`config.mk`:
```
export PLATFORM = sky130hd
export DESIGN_NAME = xmov_unit
export DESIGN_NICKNAME = d
export VERILOG_FILES = /design/src/rtl/xmov_pkg.sv /design/src/rtl/xmov_extend.sv /design/src/rtl/xmov_quick_sat.sv /design/src/rtl/xmov_tas.sv /design/src/rtl/xmov_unit.sv
export SDC_FILE = /design/constraint.sdc
export NUM_CORES = 1
export LEC_CHECK = 0
export BUFFER_PORTS_ARGS = -buffer_cell sky130_fd_sc_hd__buf_2
export CORE_UTILIZATION = 48
export DETAILED_ROUTE_END_ITERATION = 6
export MAX_ROUTING_LAYER = met4
export PLACE_DENSITY = 0.85
export SLEW_MARGIN = 20
export SYNTH_ARGS = -nofsm -noshare
export SYNTH_HDL_FRONTEND = slang
export SYNTH_HIERARCHICAL = 1
export SYNTH_SLANG_ARGS = --single-unit
```
`constraint.sdc`:
```
create_clock -name clk -period 0.8 [get_ports clk]
set_input_delay 0.16 -clock clk [delete_from_list [all_inputs] [get_ports clk]]
set_output_delay 0.16 -clock clk [all_outputs]
set_load 0.05 [all_outputs]
```
`src/rtl/xmov_pkg.sv`:
```
package xmov_pkg;
   typedef enum logic [2:0] {
      XOP_SEXT  = 3'd0,
      XOP_ZFILL = 3'd1,
      XOP_QUICK = 3'd2,
      XOP_SAT   = 3'd3,
      XOP_TAS   = 3'd4
   } xmov_op_e;
endpackage

```
`src/rtl/xmov_extend.sv`:
```
module xmov_extend #(
   parameter int DATA_W    = 32,
   parameter int BYTE_W    = 8,
   parameter int HALF_W    = 16,
   parameter bit ZERO_FILL = 1'b0
) (
   input  logic              size_word,
   input  logic [DATA_W-1:0] src_val,
   output logic [DATA_W-1:0] ext_res,
   output logic              ext_n,
   output logic              ext_z
);
   localparam int BYTE_PAD = DATA_W - BYTE_W;
   localparam int HALF_PAD = DATA_W - HALF_W;

   if (BYTE_W >= HALF_W || HALF_W >= DATA_W) begin : g_bad_widths
      $error("xmov_extend: need BYTE_W < HALF_W < DATA_W");
   end

   logic [BYTE_PAD-1:0] byte_fill;
   logic [HALF_PAD-1:0] half_fill;

   if (ZERO_FILL) begin : g_zero
      assign byte_fill = '0;
      assign half_fill = '0;
      assign ext_n     = 1'b0;
   end else begin : g_sign
      assign byte_fill = {BYTE_PAD{src_val[BYTE_W-1]}};
      assign half_fill = {HALF_PAD{src_val[HALF_W-1]}};
      assign ext_n     = ext_res[DATA_W-1];
   end

   always_comb begin
      if (size_word) ext_res = {half_fill, src_val[HALF_W-1:0]};
      else           ext_res = {byte_fill, src_val[BYTE_W-1:0]};
   end

   assign ext_z = (ext_res == '0);
endmodule

```
`src/rtl/xmov_quick_sat.sv`:
```
module xmov_quick_sat #(
   parameter int DATA_W  = 32,
   parameter int QUICK_W = 3
) (
   input  logic [QUICK_W-1:0] quick_code,
   input  logic [DATA_W-1:0]  src_val,
   input  logic               v_in,
   output logic [DATA_W-1:0]  quick_res,
   output logic [DATA_W-1:0]  sat_res,
   output logic               sat_wr
);
   localparam logic [DATA_W-1:0] MAX_POS = {1'b0, {(DATA_W-1){1'b1}}};
   localparam logic [DATA_W-1:0] MAX_NEG = {1'b1, {(DATA_W-1){1'b0}}};

   if (QUICK_W >= DATA_W) begin : g_bad_quick
      $error("xmov_quick_sat: QUICK_W must be below DATA_W");
   end

   always_comb begin
      if (quick_code == '0) quick_res = '1;
      else                  quick_res = DATA_W'(quick_code);
   end

   always_comb begin
      if (!v_in)                   sat_res = src_val;
      else if (src_val[DATA_W-1])  sat_res = MAX_POS;
      else                         sat_res = MAX_NEG;
   end

   assign sat_wr = v_in;
endmodule

```
`src/rtl/xmov_tas.sv`:
```
module xmov_tas #(
   parameter int DATA_W = 32,
   parameter int BYTE_W = 8
) (
   input  logic [DATA_W-1:0] src_val,
   output logic [DATA_W-1:0] tas_res,
   output logic              tas_n,
   output logic              tas_z
);
   localparam logic [DATA_W-1:0] LOCK_BIT = DATA_W'(1) << (BYTE_W - 1);

   if (BYTE_W > DATA_W) begin : g_bad_byte
      $error("xmov_tas: BYTE_W exceeds DATA_W");
   end

   assign tas_res = src_val | LOCK_BIT;
   assign tas_n   = src_val[BYTE_W-1];
   assign tas_z   = (src_val[BYTE_W-1:0] == '0);
endmodule

```
`src/rtl/xmov_unit.sv`:
```
module xmov_unit #(
   parameter int DATA_W  = 32,
   parameter int BYTE_W  = 8,
   parameter int HALF_W  = 16,
   parameter int QUICK_W = 3,
   parameter bit REG_OUT = 1'b1
) (
   input  logic              clk,
   input  logic              rst_n,
   input  logic [2:0]        op_sel,
   input  logic              size_word,
   input  logic [31:0]       src_val,
   input  logic [2:0]        quick_code,
   input  logic              v_in,
   output logic [31:0]       result,
   output logic              wr_en,
   output logic              flag_n,
   output logic              flag_z,
   output logic              flag_v,
   output logic              flag_c
);
   import xmov_pkg::*;

   localparam int MSB = DATA_W - 1;

   if (DATA_W != 32 || QUICK_W != 3) begin : g_bad_port
      $error("xmov_unit: port widths are fixed at 32-bit data and 3-bit quick");
   end

   logic [DATA_W-1:0] sx_res, zf_res, q_res, s_res, t_res;
   logic              sx_n, sx_z, zf_n, zf_z, s_wr, t_n, t_z;

   xmov_extend #(.DATA_W(DATA_W), .BYTE_W(BYTE_W), .HALF_W(HALF_W), .ZERO_FILL(1'b0)) u_sext (
      .size_word(size_word), .src_val(src_val), .ext_res(sx_res), .ext_n(sx_n), .ext_z(sx_z));

   xmov_extend #(.DATA_W(DATA_W), .BYTE_W(BYTE_W), .HALF_W(HALF_W), .ZERO_FILL(1'b1)) u_zfill (
      .size_word(size_word), .src_val(src_val), .ext_res(zf_res), .ext_n(zf_n), .ext_z(zf_z));

   xmov_quick_sat #(.DATA_W(DATA_W), .QUICK_W(QUICK_W)) u_qsat (
      .quick_code(quick_code), .src_val(src_val), .v_in(v_in),
      .quick_res(q_res), .sat_res(s_res), .sat_wr(s_wr));

   xmov_tas #(.DATA_W(DATA_W), .BYTE_W(BYTE_W)) u_tas (
      .src_val(src_val), .tas_res(t_res), .tas_n(t_n), .tas_z(t_z));

   logic [DATA_W-1:0] nx_res;
   logic              nx_wr, nx_n, nx_z;

   always_comb begin
      nx_res = '0;
      nx_wr  = 1'b0;
      nx_n   = 1'b0;
      nx_z   = 1'b0;
      case (op_sel)
         XOP_SEXT:  begin nx_res = sx_res; nx_wr = 1'b1; nx_n = sx_n; nx_z = sx_z; end
         XOP_ZFILL: begin nx_res = zf_res; nx_wr = 1'b1; nx_n = zf_n; nx_z = zf_z; end
         XOP_QUICK: begin nx_res = q_res;  nx_wr = 1'b1; nx_n = q_res[MSB]; nx_z = (q_res == '0); end
         XOP_SAT:   begin nx_res = s_res;  nx_wr = s_wr; nx_n = s_res[MSB]; nx_z = (s_res == '0); end
         XOP_TAS:   begin nx_res = t_res;  nx_wr = 1'b1; nx_n = t_n; nx_z = t_z; end
         default:   ;
      endcase
   end

   if (REG_OUT) begin : g_reg
      logic seen_q;

      always_ff @(posedge clk or negedge rst_n) begin
         if (!rst_n) begin
            result <= '0;
            wr_en  <= 1'b0;
            flag_n <= 1'b0;
            flag_z <= 1'b0;
            flag_v <= 1'b0;
            flag_c <= 1'b0;
            seen_q <= 1'b0;
         end else begin
            result <= nx_res;
            wr_en  <= nx_wr;
            flag_n <= nx_n;
            flag_z <= nx_z;
            flag_v <= 1'b0;
            flag_c <= 1'b0;
            seen_q <= 1'b1;
         end
      end


      sext_fill_chk: assert property (@(posedge clk) disable iff (!rst_n)
         (seen_q && $past(op_sel) == 3'd0 && !$past(size_word))
         |-> result[DATA_W-1:BYTE_W] == {(DATA_W-BYTE_W){result[BYTE_W-1]}});

      zfill_neg_chk: assert property (@(posedge clk) disable iff (!rst_n)
         (seen_q && $past(op_sel) == 3'd1) |-> (!flag_n && result[DATA_W-1:HALF_W] == '0));

      sat_hold_chk: assert property (@(posedge clk) disable iff (!rst_n)
         (seen_q && $past(op_sel) == 3'd3 && !$past(v_in)) |-> (!wr_en && result == $past(src_val)));

      vc_clear_chk: assert property (@(posedge clk) disable iff (!rst_n)
         seen_q |-> (!flag_v && !flag_c));

      tas_set_chk: assert property (@(posedge clk) disable iff (!rst_n)
         (seen_q && $past(op_sel) == 3'd4)
         |-> (wr_en && result[BYTE_W-1] && flag_n == $past(src_val[BYTE_W-1])));

      rsvd_idle_chk: assert property (@(posedge clk) disable iff (!rst_n)
         (seen_q && $past(op_sel) > 3'd4) |-> (!wr_en && result == '0 && !flag_n && !flag_z));
   end else begin : g_comb
      assign result = nx_res;
      assign wr_en  = nx_wr;
      assign flag_n = nx_n;
      assign flag_z = nx_z;
      assign flag_v = 1'b0;
      assign flag_c = 1'b0;
   end
endmodule

```
## Word level (Yosys, flattened, before mapping)

Index checks and enable logic that the tools add are counted.

| word-level totals | value |
|---|---|
| flip-flop bits (word level) | 35 |
| latch bits | 0 |
| bits in writable memories | 0 |
| bits in read-only memories | 0 |
| memories kept | 0 |

| operators by class | value |
|---|---|
| add/sub/neg operators | 0 |
| $mul | 0 |
| div/mod/pow operators | 0 |
| magnitude comparators | 0 |
| equality and inequality tests | 4 |
| shift-type cells | 0 |
| muxes and demuxes | 9 |
| bitwise logic cells | 0 |
| reduce and logical (&&, ||, !) cells | 8 |

Operators with widths:

| operator | number |
|---|---|
| $pmux W32 S5 | 1 |
| $logic_not A32 Y1 | 4 |
| $mux W32 | 4 |
| $mux W16 | 1 |
| $logic_not A8 Y1 | 1 |
| $eq A3 B2 Y1 const B | 2 |
| $logic_not A3 Y1 | 2 |
| $pmux W1 S5 | 1 |
| $pmux W1 S4 | 1 |
| $reduce_or A4 Y1 | 1 |
| $eq A3 B1 Y1 const B | 1 |
| $eq A3 B3 Y1 const B | 1 |
| $pmux W1 S2 | 1 |

## Longest topological paths before layout

Gate-level depths: netlist of the first run.

| logic depth | value |
|---|---|
| depth after elaboration | 4 |
| depth in mapped cells | 8 |
| gate-level depth less buffers | 7 |

## Hierarchy

Netlist of the first run, hierarchy kept.

By module, submodules not included:

| module | times used | cells each | area an instance (sq um) | sequential area each (sq um) |
|---|---|---|---|---|
| xmov_unit | 1 | 228 | 2,209.6 | 875.8 |
| xmov_quick_sat | 1 | 72 | 798.3 | 0.0 |
| xmov_extend at u_sext | 1 | 51 | 317.8 | 0.0 |
| xmov_extend at u_zfill | 1 | 41 | 291.5 | 0.0 |
| xmov_tas | 1 | 37 | 270.3 | 0.0 |

## Least setup slack after synthesis of the first run

Ideal clock, no wire load.

| timing path | value |
|---|---|
| path type | input-to-reg |
| from | in quick_code[0] |
| to | reg flag_z |
| data arrival time | 2.438 ns |
| data required time | 0.680 ns |
| slack | -1.758 ns |
| stages | 6 |
| path buffers | 1 |
| cell sequence | nor3_1 > buf_4 > nor4_1 > nand4_1 > nor2_1 > a41o_1 |

| between the ends | value |
|---|---|
| longest elaborated chain between the ends | 4 |

RTL lines:

| what | RTL line | RTL |
|---|---|---|
| from (decl) | xmov_unit.sv:13 | `input logic [2:0] quick_code,` |
| $logic_not A3 Y1 | xmov_quick_sat.sv:20 | `if (quick_code == '0) quick_res = '1;` |
| $mux W32 | xmov_quick_sat.sv:20 |  |
| named net q_res[7] | xmov_unit.sv:30 | `logic [DATA_W-1:0] sx_res, zf_res, q_res, s_res, t_res;` |
| $logic_not A32 Y1 | xmov_unit.sv:57 | `XOP_QUICK: begin nx_res = q_res; nx_wr = 1'b1; nx_n = q_res[MSB]; nx_z = (q_res == '0); end` |
| $pmux W1 S5 | xmov_unit.sv:54 | `case (op_sel)` |
| named net nx_z | xmov_unit.sv:47 | `logic nx_wr, nx_n, nx_z;` |
| to (signal assigned) | xmov_unit.sv:80 | `flag_z <= nx_z;` |
| to (decl) | xmov_unit.sv:18 | `output logic flag_z,` |

The timed path passes the listed nets, and every way through them passes these cells.

## Final worst setup path of the first run

| timing path | value |
|---|---|
| from | in v_in |
| to | reg flag_z |

| between the ends | value |
|---|---|
| longest elaborated chain between the ends | 3 |

RTL lines:

| what | RTL line | RTL |
|---|---|---|
| from (decl) | xmov_unit.sv:14 | `input logic v_in,` |
| $mux W32 | xmov_quick_sat.sv:25 | `if (!v_in) sat_res = src_val;` |
| named net s_res[2] | xmov_unit.sv:30 |  |
| $logic_not A32 Y1 | xmov_unit.sv:58 | `XOP_SAT: begin nx_res = s_res; nx_wr = s_wr; nx_n = s_res[MSB]; nx_z = (s_res == '0); end` |
| $pmux W1 S5 | xmov_unit.sv:54 |  |
| named net nx_z | xmov_unit.sv:47 |  |

The timed path passes the listed nets, and every way through them passes these cells.

==> results of run 1 <==
-- routing by layer --
layer / vias up / global-route usage [%] / part of all wire (%)
met1: 1583 / 27.4 / 39
met4: 0 / 10.4 / 2.6
met2: 167 / 44.6 / 53
met5: - / - / 0
li1: 1476 / - / -
met3: 31 / 4.39 / 5.9
-- per-stage QoR --
step | utilization (%) | cells | setup TNS, ns | setup WS, ns | hold slack (ns)
5_1_grt | 60.9 | 564 | -18.10 | -0.676 | 0.190
4_1_cts | 59.5 | 560 | -15.56 | -0.506 | 0.169
3_3_place_gp | 51.6 | 543 | -23.36 | -0.985 | 0.130
3_5_place_dp | 51.6 | 543 | -23.95 | -1.05 | 0.134
2_1_floorplan | - | 446 | -16.40 | -0.703 | -0.136
6_report | 60.9 | 564 | -16.29 | -0.613 | 0.173
-- flip-flops by register name (all words and copies together) (netlist names) --
| name | cells |
|---|---|
| flag_n | 1 |
| flag_z | 1 |
| result | 32 |
| wr_en | 1 |
-- worst max-delay path by stage --
stage               start                to  slack, ns  cells past startpoint
detailed placement   v_in  flag_z$_DFF_PN0_      -1.05                      7
global placement     v_in  flag_z$_DFF_PN0_      -0.99                      7
CTS                  v_in  flag_z$_DFF_PN0_      -0.51                      7
floorplan            v_in  flag_z$_DFF_PN0_      -0.70                      7
finish               v_in  flag_z$_DFF_PN0_      -0.61                      7
global route         v_in  flag_z$_DFF_PN0_      -0.68                      7
-- area by class of cell --
cell class	instances	area [µm²]	share of cell area [%]
Sequential cell	35	876	18.5
Clock inverter	1	5.00	0.106
Inverter	1	3.75	0.0793
Timing Repair Buffer	149	1450	30.6
Multi-Input combinational cell	269	2200	46.4
Clock buffer	7	76.3	1.61
Tap cell	102	128	2.70
-- power groups by stage --
stage / clock network (mW) / logic, mW / registers [mW]
finish: 1.23 / 2.90 / 2.00
global route: 1.36 / 3.04 / 2.01
CTS: 1.25 / 2.74 / 2.00
detailed placement: 0 / 2.35 / 1.99
global placement: 0 / 2.29 / 2.00
floorplan: 0 / 1.40 / 2.57
-- repair_timing --
action	CTS	global route
buffers inserted	3	5
pin swaps	11	7
hold buffers	1	0
setup endpoints to repair	69	69
gates resized for setup	105	16
gates cloned	5	0
endpoints found under the hold margin	35	0
-- cells in the mapped netlist (2+ instances only) --
master	number
dfrtp_1	35
conb_1	3
mux2_2	3
nand2_1	51
buf_4	115
mux2i_1	34
nor3b_1	2
nand3_1	2
nor3_1	4
clkbuf_1	3
nand2b_1	2
a22oi_1	2
a21oi_1	3
buf_6	5
buf_12	3
o21bai_1	4
a221o_1	30
nor4_1	19
nor4_2	3
mux2_4	29
nor2_1	4
nand4_1	2
and2_1	10
or4_1	2
o21ai_0	33
buf_2	16
-- critical path, cell delays in order --
cell and delay (ns):
buf_12 0.12, buf_12 0.15, mux2_4 0.33, nor4_4 0.31
nand3_1 0.15, o32ai_2 0.28, a41o_1 0.13
-- cells by family after synthesis --
family                 after synthesis  share of synthesized area, %
AO/OA/AOI/OAI                       78                          14.8
buffers and inverters              143                          27.6
multiplexers                        66                          20.8
other                                3                         0.290
XOR/XNOR                             1                         0.225
flip-flops                          35                          22.5
AND/OR/NAND/NOR                    103                          13.7
==> impl_metrics.ini, run 1 <==
[cells_and_area]
final_common_cell = buf_4
diodes = 0
post-route-cell-area_um2 = 4730
final_cell_mix = buf_4 (55), nand2_1 (49), buf_6 (38)
drive_gt1_share_pct = 47.2
fill_cells = 584
area_growth_pct = 21.7
nNetsFinal = 503

[timing]
finalSetupViolCount = 69
drv_slew = 0
rsz0062_at_grt = true
fin_crit_ns = 1.41
final-hold-violation-count = 0
clock.fmax_mhz = 708
fin_crit_sh_pct = 177
fin_ws_ns = -0.613

[status]
status = finished, violations left
violations = negative setup slack

[global_routing]
grt_usage_pct = 25.0
grt_start_max_net_pins = 36
antenna_found_initial = 0
grt.overflow.total = 0
grt_pass1_wl_um = 16100
grt_pass1_vias = 3283

[clocking]
cts_max_path_buffers = 2
clock_sink_count = 35
clk_pin_slew_worst_paths_ns = 0.07
cts_root_buf = clkbuf_8
cts_tree = done
numCtsBuffers = 5
htree_levels = 2

[power_and_ir_drop]
pwr-share-clk_pct = 20.1
seqPwrFrac_pct = 32.6
switching_share_pct = 37.4
p_switching_mw = 2.30
p_leak_nw = 2.22
total_power_mw = 6.13
powerDensity_nw_per_um2 = 1300
p_int_mw = 3.84
irDropWorstVdd_uv = 674
power_frac_comb_pct = 47.3

[setup_path]
cp_max_fo = 10
worstPathRequired_ns = 1.03
crit_arrival_ns = 1.65
critical_path_class = in -> reg
startpoint_type = input pin
critPathCaptureType = register

[worst_hold_path]
min_to = result[6]$_DFF_PN0_
min_from = src_val[6]
worstHoldPathCells = 2
hp-class = in -> reg

[drt]
routed_wl_um = 10400
ant_nets = 0
drc = 0
drt-initial-drc-count = 183
post_drt_wl_per_cell_um = 18.5
vias_per_cell = 5.77
vias = 3257
dr.pass1.iters = 5

[floorplanning]
die_x_um = 92.0
dieHeight_um = 92.0
coreArea_um2 = 7770
die_area_um2 = 8460
row_count = 32
initial_utilization_pct = 50.0
io-pin-count = 79

[job]
cap_violations = 0

[synthesis]
postSynthCellCount = 429
synth_area_um2 = 3890
seq_area_frac_synth_pct = 22.5
synth-edff-count = 0
synth_cell_types = 36
ys_ff_latch = 35
async_flop_share_pct = 100
ys_warn_count = 6
synth.area.top_cells = dfrtp_1 (23%), buf_4 (22%), mux2_4 (11%), mux2i_1 (8.8%), a221o_1 (7.7%)
synth_top_cell_area_share_pct = 22.5
post-synth-top-area-cell = dfrtp_1
synth_ff_type = dfrtp_1
postSynthAreaPerCell_um2 = 9.06

[place]
hpwl_um = 6640
post_dp_cell_area_um2 = 4010
gp_congestion = 0.922
portBuffers = 76
Note: power is estimated with default switching activity, not from simulation.
==> run 2: changes to the inputs <==
--- a/config.mk
+++ b/config.mk
@@ -5,6 +5,7 @@
 export SDC_FILE = /design/constraint.sdc
 export NUM_CORES = 1
 export LEC_CHECK = 0
+export ABC_AREA = 1
 export BUFFER_PORTS_ARGS = -buffer_cell sky130_fd_sc_hd__buf_2
 export CORE_UTILIZATION = 48
 export DETAILED_ROUTE_END_ITERATION = 6
==> run 2 against run 1 <==
  * The flow still finishes with violations (negative setup slack)
  * Global-route usage increased by 7.2 points
  * Sequential share of layout area shrank 2.4 points
  * Combinational power up 10%
  * First-iteration DRC count grew to 2.9 times the previous value
  * Setup slack improved by 0.31 ns
  * Final area grew 15%
  * Critical path depth rose by 4
  * Flip-flop and latch count unchanged
  * Clock-buffer cell count fell by 1
  * Largest cell class unchanged
==> impl_metrics.ini, run 2 <==
[global_routing]
grt_pass1_vias = 4464
grt_pass1_wl_um = 20500
grt.overflow.total = 0
antenna_found_initial = 0
grt_usage_pct = 32.2
grt_start_max_net_pins = 36

[floorplanning]
row_count = 31
coreArea_um2 = 7410
die_x_um = 90.5
io-pin-count = 79
die_area_um2 = 8180
dieHeight_um = 90.5
initial_utilization_pct = 50.7

[synthesis]
synth-edff-count = 0
synth_cell_types = 22
synth.area.top_cells = nand2_1 (25%), dfrtp_1 (23%), buf_4 (23%), nor2_1 (6.3%), nand4_1 (4.0%)
post-synth-top-area-cell = nand2_1
synthTopCellsByCount = nand2_1 (255), buf_4 (116), nor2_1 (63), dfrtp_1 (35), inv_1 (29)
postSynthCellCount = 614
postSynthAreaPerCell_um2 = 6.12
ys_ff_latch = 35
synth_area_um2 = 3760
synthMostInstantiatedCell = nand2_1
synth_top_cell_area_share_pct = 25.5
seq_area_frac_synth_pct = 23.3
async_flop_share_pct = 100
synth_ff_type = dfrtp_1
ys_warn_count = 6

[cells_and_area]
largest_register_ffs = 32
fill_cells = 479
multi_input_area_um2 = 2240
area_growth_pct = 44.7
nNetsFinal = 730
drive_gt1_share_pct = 47.1
fin_cells = 787
fin_util_pct = 73.3
diodes = 0
final_common_cell = nand2_1
seq_area_um2 = 876
regMostFlops = result
post-route-cell-area_um2 = 5430
final_cell_mix = nand2_1 (184), buf_4 (62), buf_6 (59)

[timing]
fin_crit_ns = 1.11
finalSetupViolCount = 69
final-hold-violation-count = 0
clock.fmax_mhz = 905
fin_ws_ns = -0.305
drv_slew = 0
fin_crit_sh_pct = 138
setup_tns_ns = -10.89
rsz0062_at_grt = true

[drt]
drc = 0
dr.pass1.iters = 7
ant_nets = 0
drt-initial-drc-count = 529
vias_per_cell = 5.74
vias = 4521
post_drt_wl_per_cell_um = 18.6
routed_wl_um = 14700

[setup_path]
critical_path_class = in -> reg
crit_arrival_ns = 1.35
cp_max_fo = 5
critPathCaptureType = register
worstPathRequired_ns = 1.04
startpoint_type = input pin

[worst_hold_path]
hp-class = in -> reg
min_to = result[25]$_DFF_PN0_
min_from = src_val[25]
worstHoldPathCells = 3

[clocking]
cts_root_buf = clkbuf_8
clock_sink_count = 35
numCtsBuffers = 5
cts_tree = done
clk_pin_slew_worst_paths_ns = 0.08
htree_levels = 2
cts_max_path_buffers = 2

[power_and_ir_drop]
irDropWorstVdd_uv = 717
powerDensity_nw_per_um2 = 1220
p_leak_nw = 2.89

[status]
status = finished, violations left
violations = negative setup slack

[place]
dp_cells = 747
portBuffers = 76
post_dp_cell_area_um2 = 4060
gp_congestion = 0.907
detailedPlace.worstSlack_ns = -0.537
hpwl_um = 6900

[job]
cap_violations = 0
run 2: stage by stage:
stage | hold WS [ns] | power (mW)
2_1_floorplan | -0.136 | 3.76
3_3_place_gp | 0.137 | 4.16
3_5_place_dp | 0.141 | 4.20
4_1_cts | 0.0868 | 6.25
5_1_grt | 0.0945 | 6.85
6_report | 0.0878 | 6.60
run 2: logic make-up after synthesis:
logic type / synth area share [%]
compound gates: 4.70
buf+inv: 30.9
flops: 23.3
other cells: 0.300
simple gates: 40.7
run 2: how the worst max path moves through the flow:
stage | slack (ns) | endpoint | from
2_1_floorplan | -0.44 | flag_z$_DFF_PN0_ | quick_code[1]
6_report | -0.31 | flag_z$_DFF_PN0_ | src_val[31]
5_1_grt | -0.34 | flag_z$_DFF_PN0_ | src_val[31]
3_3_place_gp | -0.47 | flag_z$_DFF_PN0_ | quick_code[1]
4_1_cts | -0.23 | wr_en | wr_en$_DFF_PN0_
3_5_place_dp | -0.54 | flag_z$_DFF_PN0_ | quick_code[1]
run 2: report_power, final:
| group | switching (mW) | total [mW] | internal [mW] |
|---|---|---|---|
| Sequential | 0.0762 | 2.00 | 1.92 |
| Combinational | 1.89 | 3.20 | 1.31 |
| Clock | 0.722 | 1.40 | 0.677 |
| Total | 2.69 | 6.60 | 3.91 |
run 2: layout make-up:
class | instances | share of cell area, %
clock inverters | 1 | 0.0921
repair inverters | 1 | 0.115
repair buffers | 185 | 35.3
inverters | 35 | 3.34
flip-flops and latches | 35 | 16.1
multi-input cells | 425 | 41.2
well taps | 99 | 2.28
clock buffers | 6 | 1.52
run 2: what timing repair did:
item,in CTS,in global routing
gates cloned,11,3
endpoints found under the hold margin,35,0
hold buffers,1,0
pin swaps,64,39
buffers inserted,11,9
endpoints found under the setup margin,68,69
resized for setup,197,65
run 2: routing by layer:
metal | vias to the layer above | part of all wire [%] | track usage, % | wire [µm]
met4 | 0 | 8.8 | 22.3 | 1290
met1 | 2055 | 34 | 33.7 | 4990
met3 | 142 | 10 | 6.14 | 1500
li1 | 1921 | - | - | -
met2 | 403 | 47 | 54.7 | 6880
met5 | - | 0 | - | 0
run 2: critical path, stage by stage:
cell and delay [ns]:
buf_8 0.10, nand2_4 0.07, buf_12 0.12, buf_12 0.12, buf_16 0.13, nand2_4 0.06, nor2_2 0.15, nand2_2 0.10
nor2_4 0.13, nand4_1 0.10, nand3_1 0.09
